<file path="src/rtl/gap_hist_pkg.sv">
package gap_hist_pkg;

    typedef enum logic [1:0] {
        CLS_OTHER  = 2'b00,
        CLS_LOAD   = 2'b01,
        CLS_STORE  = 2'b10,
        CLS_BRANCH = 2'b11
    } ret_class_e;

    typedef enum logic {
        TRK_IDLE  = 1'b0,
        TRK_ARMED = 1'b1
    } trk_state_e;

    localparam int NUM_TRACKED = 3;

endpackage

</file>
<file path="src/rtl/gap_tracker.sv">
module gap_tracker
    import gap_hist_pkg::*;
#(
    parameter int         GAP_W    = 4,
    parameter logic [1:0] CLS_CODE = 2'b01
) (
    input  logic             clk,
    input  logic             rst_n,
    input  logic             clr,
    input  logic             ret_vld,
    input  logic [1:0]       ret_cls,
    output logic             rec_vld,
    output logic [GAP_W-1:0] rec_bin
);

    localparam logic [GAP_W-1:0] GAP_MAX = {GAP_W{1'b1}};

    trk_state_e       state_q, state_d;
    logic [GAP_W-1:0] gap_q, gap_d;
    logic             hit;

    assign hit = ret_vld && (ret_cls == CLS_CODE);

    // state register
    always_ff @(posedge clk or negedge rst_n) begin
        if (!rst_n) begin
            state_q <= TRK_IDLE;
            gap_q   <= '0;
        end else begin
            state_q <= state_d;
            gap_q   <= gap_d;
        end
    end

    // next state and gap counter
    always_comb begin
        state_d = state_q;
        gap_d   = gap_q;
        if (clr) begin
            state_d = TRK_IDLE;
            gap_d   = '0;
        end else begin
            unique case (state_q)
                TRK_IDLE: begin
                    if (hit) begin
                        state_d = TRK_ARMED;
                        gap_d   = '0;
                    end
                end
                TRK_ARMED: begin
                    if (hit) begin
                        gap_d = '0;
                    end else if (ret_vld && gap_q != GAP_MAX) begin
                        gap_d = gap_q + 1'b1;
                    end
                end
            endcase
        end
    end

    // outputs
    always_comb begin
        rec_vld = 1'b0;
        rec_bin = gap_q;
        unique case (state_q)
            TRK_IDLE:  rec_vld = 1'b0;
            TRK_ARMED: rec_vld = hit && !clr;
        endcase
    end

    p_first_arm_r4: assert property (@(posedge clk) disable iff (!rst_n)
        (state_q == TRK_IDLE && hit && !clr) |=> (state_q == TRK_ARMED && gap_q == '0));

    p_gap_hold_r5: assert property (@(posedge clk) disable iff (!rst_n)
        (state_q == TRK_ARMED && gap_q == GAP_MAX && ret_vld && !hit && !clr) |=> gap_q == GAP_MAX);

    p_idle_cycle_r6: assert property (@(posedge clk) disable iff (!rst_n)
        (!ret_vld && !clr) |=> ($stable(gap_q) && $stable(state_q)));

    p_clear_disarm_r8: assert property (@(posedge clk) disable iff (!rst_n)
        clr |=> (state_q == TRK_IDLE && gap_q == '0));

endmodule

</file>
<file path="src/rtl/hist_bank.sv">
module hist_bank #(
    parameter int GAP_W = 4,
    parameter int CNT_W = 32
) (
    input  logic             clk,
    input  logic             rst_n,
    input  logic             clr,
    input  logic             rec_vld,
    input  logic [GAP_W-1:0] rec_bin,
    input  logic [GAP_W-1:0] rd_bin,
    output logic [CNT_W-1:0] rd_val
);

    localparam int               NUM_BINS = 2 ** GAP_W;
    localparam logic [CNT_W-1:0] CNT_MAX  = {CNT_W{1'b1}};

    logic [CNT_W-1:0] bins_q [NUM_BINS];

    for (genvar b = 0; b < NUM_BINS; b++) begin : g_bin
        always_ff @(posedge clk or negedge rst_n) begin
            if (!rst_n) begin
                bins_q[b] <= '0;
            end else if (clr) begin
                bins_q[b] <= '0;
            end else if (rec_vld && rec_bin == GAP_W'(b) && bins_q[b] != CNT_MAX) begin
                bins_q[b] <= bins_q[b] + 1'b1;
            end
        end

        p_bin_sat_r7: assert property (@(posedge clk) disable iff (!rst_n)
            (bins_q[b] == CNT_MAX && !clr) |=> bins_q[b] == CNT_MAX);

        p_bin_clear_r8: assert property (@(posedge clk) disable iff (!rst_n)
            clr |=> bins_q[b] == '0);

        p_bin_step_r3: assert property (@(posedge clk) disable iff (!rst_n)
            !clr |=> (bins_q[b] == $past(bins_q[b]) || bins_q[b] == $past(bins_q[b]) + 1'b1));
    end

    assign rd_val = bins_q[rd_bin];

endmodule

</file>
<file path="src/rtl/gap_hist_monitor.sv">
module gap_hist_monitor
    import gap_hist_pkg::*;
#(
    parameter int GAP_W = 4,
    parameter int CNT_W = 32
) (
    input  logic             clk,
    input  logic             rst_n,
    input  logic             clr,
    input  logic             ret_vld,
    input  logic [1:0]       ret_cls,
    input  logic [1:0]       rd_cls,
    input  logic [GAP_W-1:0] rd_bin,
    output logic [CNT_W-1:0] rd_data
);

    logic [NUM_TRACKED-1:0] rec_vld;
    logic [GAP_W-1:0]       rec_bin [NUM_TRACKED];
    logic [CNT_W-1:0]       bank_rd [NUM_TRACKED];
    logic [CNT_W-1:0]       rd_q;

    for (genvar k = 0; k < NUM_TRACKED; k++) begin : g_cls
        gap_tracker #(
            .GAP_W   (GAP_W),
            .CLS_CODE(2'(k + 1))
        ) i_trk (
            .clk    (clk),
            .rst_n  (rst_n),
            .clr    (clr),
            .ret_vld(ret_vld),
            .ret_cls(ret_cls),
            .rec_vld(rec_vld[k]),
            .rec_bin(rec_bin[k])
        );

        hist_bank #(
            .GAP_W(GAP_W),
            .CNT_W(CNT_W)
        ) i_bank (
            .clk    (clk),
            .rst_n  (rst_n),
            .clr    (clr),
            .rec_vld(rec_vld[k]),
            .rec_bin(rec_bin[k]),
            .rd_bin (rd_bin),
            .rd_val (bank_rd[k])
        );
    end

    always_ff @(posedge clk or negedge rst_n) begin
        if (!rst_n) begin
            rd_q <= '0;
        end else begin
            unique case (rd_cls)
                CLS_LOAD:   rd_q <= bank_rd[0];
                CLS_STORE:  rd_q <= bank_rd[1];
                CLS_BRANCH: rd_q <= bank_rd[2];
                default:    rd_q <= '0;
            endcase
        end
    end

    assign rd_data = rd_q;

    p_one_record_r6: assert property (@(posedge clk) disable iff (!rst_n)
        $onehot0(rec_vld));

    p_clear_quiet_r8: assert property (@(posedge clk) disable iff (!rst_n)
        clr |-> rec_vld == '0);

    p_other_quiet_r1: assert property (@(posedge clk) disable iff (!rst_n)
        (ret_vld && ret_cls == CLS_OTHER) |-> rec_vld == '0);

    p_no_cls_read_r1: assert property (@(posedge clk) disable iff (!rst_n)
        (rd_cls == CLS_OTHER) |=> rd_data == '0);

endmodule

</file>
<file path="config.mk">
export PLATFORM = sky130hd
export DESIGN_NAME = gap_hist_monitor
export DESIGN_NICKNAME = d
export VERILOG_FILES = /design/src/rtl/gap_hist_pkg.sv /design/src/rtl/gap_tracker.sv /design/src/rtl/hist_bank.sv /design/src/rtl/gap_hist_monitor.sv
export SDC_FILE = /design/constraint.sdc
export NUM_CORES = 2
export LEC_CHECK = 0
export BUFFER_PORTS_ARGS = -buffer_cell sky130_fd_sc_hd__buf_2
export CORE_ASPECT_RATIO = 1.2
export CORE_MARGIN = 2
export CORE_UTILIZATION = 45
export CTS_BUF_LIST = sky130_fd_sc_hd__clkbuf_16
export DETAILED_ROUTE_END_ITERATION = 12
export PLACE_DENSITY = 0.58
export SLEW_MARGIN = 20
export SYNTH_ARGS = -nofsm -noshare
export SYNTH_HDL_FRONTEND = slang
export SYNTH_SLANG_ARGS = --single-unit
</file>
<file path="constraint.sdc">
create_clock -name clk -period 3.8 [get_ports clk]
set_clock_uncertainty 0.2 [all_clocks]
set_input_delay 1.14 -clock clk [delete_from_list [all_inputs] [get_ports clk]]
set_output_delay 1.14 -clock clk [all_outputs]
set_load 0.03 [all_outputs]
</file>
==> results_dict.tcl <==
set metrics [dict create \
    rrSetupSlack_ns 0.65 \
    drive_above_1_share_pct 13.25 \
    synth_top_flop_cell "dfrtp_1" \
    max-slew-margin-rel_pct 30.67 \
    worstRegToRegCells 8 \
    crit_path_max_fanout 16 \
    status "finished clean" \
    setup_tns_ns 0 \
    drtAntennaViolNets 0 \
    finalSetupViolations 0 \
    grt_use_total_pct 32.38 \
    num_io_pins 44 \
    synth.net_count 9980 \
    reg2reg_to "g_cls[1].i_bank.bins_q[286]$_DFFE_PN0P_" \
    tightestPinTransition_ns 1.029 \
    startpoint "rd_bin[0]" \
    fmax_mhz 310.7 \
    startpoint_type "input pin" \
    ys_types 89 \
    cts_buffer_depth 3 \
    die-height_um 505.5 \
    reg2reg_from "g_cls[1].i_trk.state_q$_DFF_PN0_" \
    grt_pass1_vias 78940 \
    nets 10330 \
    hold_path_depth 1 \
    yosys.area.top_type "dfrtp_1" \
    die_w_um 421.9 \
    fp.coreArea_um2 208800 \
    worst_hold_path_type "reg2reg" \
    gp_congestion 1.029 \
    htreeDepth 4 \
    syn-mean-instance-area_um2 9.518 \
    final_common_cell "dfrtp_1" \
    syn-cell-area_um2 94310 \
    synth_seq_cells 1583 \
    hold_viol_final 0 \
    drt-initial-drc-count 8481 \
    clock_latency_ns 0.86 \
    wirelength_um 350000 \
    routedWlPerCell_um 26.53 \
    cp.required_ns 4.29 \
    crit_arrival_ns 3.71 \
    cts.sinks 1583 \
    fin_util_pct 51.39 \
    synth-edff-count 0 \
    hpwl_um 266800 \
    min_period_ns 3.218 \
    start_util_pct 45.16 \
    synth_warnings 0 \
    synth_top_area_share_pct 42.00 \
    viasPerCell 6.237 \
    maxSlewViolCount 0 \
    grt_start_max_net_pins 189 \
    drc 0 \
    synth.area.top_cells "dfrtp_1, mux4_2, xor2_1" \
    port_buffers 43 \
    mostFrequentLayoutCells "dfrtp_1, nor2_1, xor2_1" \
    cts_tree "yes" \
    synth_async_sr_flop_share_pct 100.0 \
    synthCells 9908 \
    yosysSeqAreaShare_pct 42.00 \
    fin_crit_sh_pct 84.69 \
    clk_pin_slew_ns 0.06 \
    grt_remaining_overflow 0 \
    grt_first_pass_wirelength_um 520700 \
    leakage_nw 42.36 \
    crit_type "in2reg" \
    rsz0062_at_grt "false" \
    drtPass1Iterations 6 \
    end_kind "flop" \
    ir_drop_uv 390.0 \
    cts_inserted_buffers 179 \
    worstHoldEndpoint "g_cls[1].i_bank.bins_q[63]$_DFFE_PN0P_" \
    cts_root_buffer "clkbuf_16" \
    fp-row-count 184 \
    fill_cells 19160 \
    min-delay-start "g_cls[1].i_bank.bins_q[63]$_DFFE_PN0P_" \
    syn_to_final_growth_pct 13.80 \
    antenna_found_initial 25 \
    dp_cells 12870 \
    powerDensity_nw_per_um2 333.7 \
    cts_setup_buffers 0 \
    final_cell_count_no_fill 13190 \
    dieArea_um2 213300 \
    cap_viol_max_count 0 \
    vias 82290 \
]
## synthesized netlist by cell type (60+ instances only)
cell type,instances
or3_1,201
mux4_2,357
clkbuf_1,354
ha_1,60
buf_2,82
nand3_1,622
and3_1,262
xnor2_1,541
nor4_1,202
nand2_1,697
dfrtp_1,1583
and4_1,188
and2_1,80
inv_1,114
a21oi_1,249
o21ai_0,240
mux2i_1,111
nor3_1,356
nand4_1,615
nor2_1,1540
xor2_1,719
## layout make-up
cell class              count  area [µm²]  area share, %
diodes                      5       12.51        0.01166
flip-flops and latches   1583       39610          36.91
clock buffers             183        4579          4.267
repair buffers            653        5867          5.467
multi-input cells        7727       52400          48.83
well taps                2790        3491          3.253
clock inverters           137       919.6         0.8569
inverters                 116       436.7         0.4069
## sequential cells by signal, summed over array words and instances, names as in the netlist
register             flops
g_cls.i_bank.bins_q   1536
g_cls.i_trk.rec_bin     12
rd_data                 32
g_cls.i_trk.state_q      3
## per-stage QoR
step / setup slack (ns) / hold WS [ns] / power [mW] / cell area (µm²)
floorplan: 0.3722 / 0.2623 / 18.03 / 94310
global placement: -0.1754 / 0.3073 / 19.22 / 101800
detailed placement: -0.2059 / 0.3056 / 19.23 / 101800
CTS: 0.6846 / 0.3166 / 36.11 / 107300
global route: 0.5233 / 0.3331 / 36.87 / 107300
finish: 0.5817 / 0.3187 / 35.82 / 107300
## where the power goes
part	switching (mW)	internal (mW)
registers	0.0661	16.9
logic	1.44	0.554
clock network	7.52	9.36
total	9.02	26.8
## what timing repair did
item,4_1_cts,5_1_grt
setup endpoints to repair,0,0
endpoints found under the hold margin,30,0
hold buffers,1,0
resized for setup,0,0
## how the worst max path moves through the flow
stage / to / slack, ns / depth (start not counted)
floorplan: g_cls[0].i_bank.bins_q[87]$_DFFE_PN0P_ / 0.37 / 9
global placement: g_cls[1].i_bank.bins_q[286]$_DFFE_PN0P_ / -0.18 / 10
detailed placement: rd_data[7]$_DFF_PN0_ / -0.21 / 8
CTS: rd_data[4] / 0.68 / 1
global route: g_cls[1].i_bank.bins_q[286]$_DFFE_PN0P_ / 0.52 / 10
finish: rd_data[6]$_DFF_PN0_ / 0.58 / 8
## cells by family after synthesis
family,Yosys count,synth area share (%)
simple gates,5103,27.70
flops,1583,42.00
xor+xnor,1260,11.70
compound gates,816,5.332
buf+inv,598,2.525
mux,488,9.943
fa+ha+maj,60,0.7961
## layer usage
| layer | part of all wire, % | global-route usage, % | routed length [µm] |
|---|---|---|---|
| met5 | 0.052 | 0 | 182 |
| met4 | 7.4 | 20.15 | 25790 |
| met3 | 6.8 | 4.985 | 23670 |
| met2 | 47 | 51.64 | 162800 |
| met1 | 39 | 41.38 | 137600 |
## critical path, stage by stage
cell	delay, ns
buf_8	0.26
buf_12	0.24
buf_4	0.18
mux4_2	0.49
mux2i_1	0.34
a21oi_1	0.26
nor3_1	0.65
a21oi_1	0.10
(Power assumes the default switching activity.)
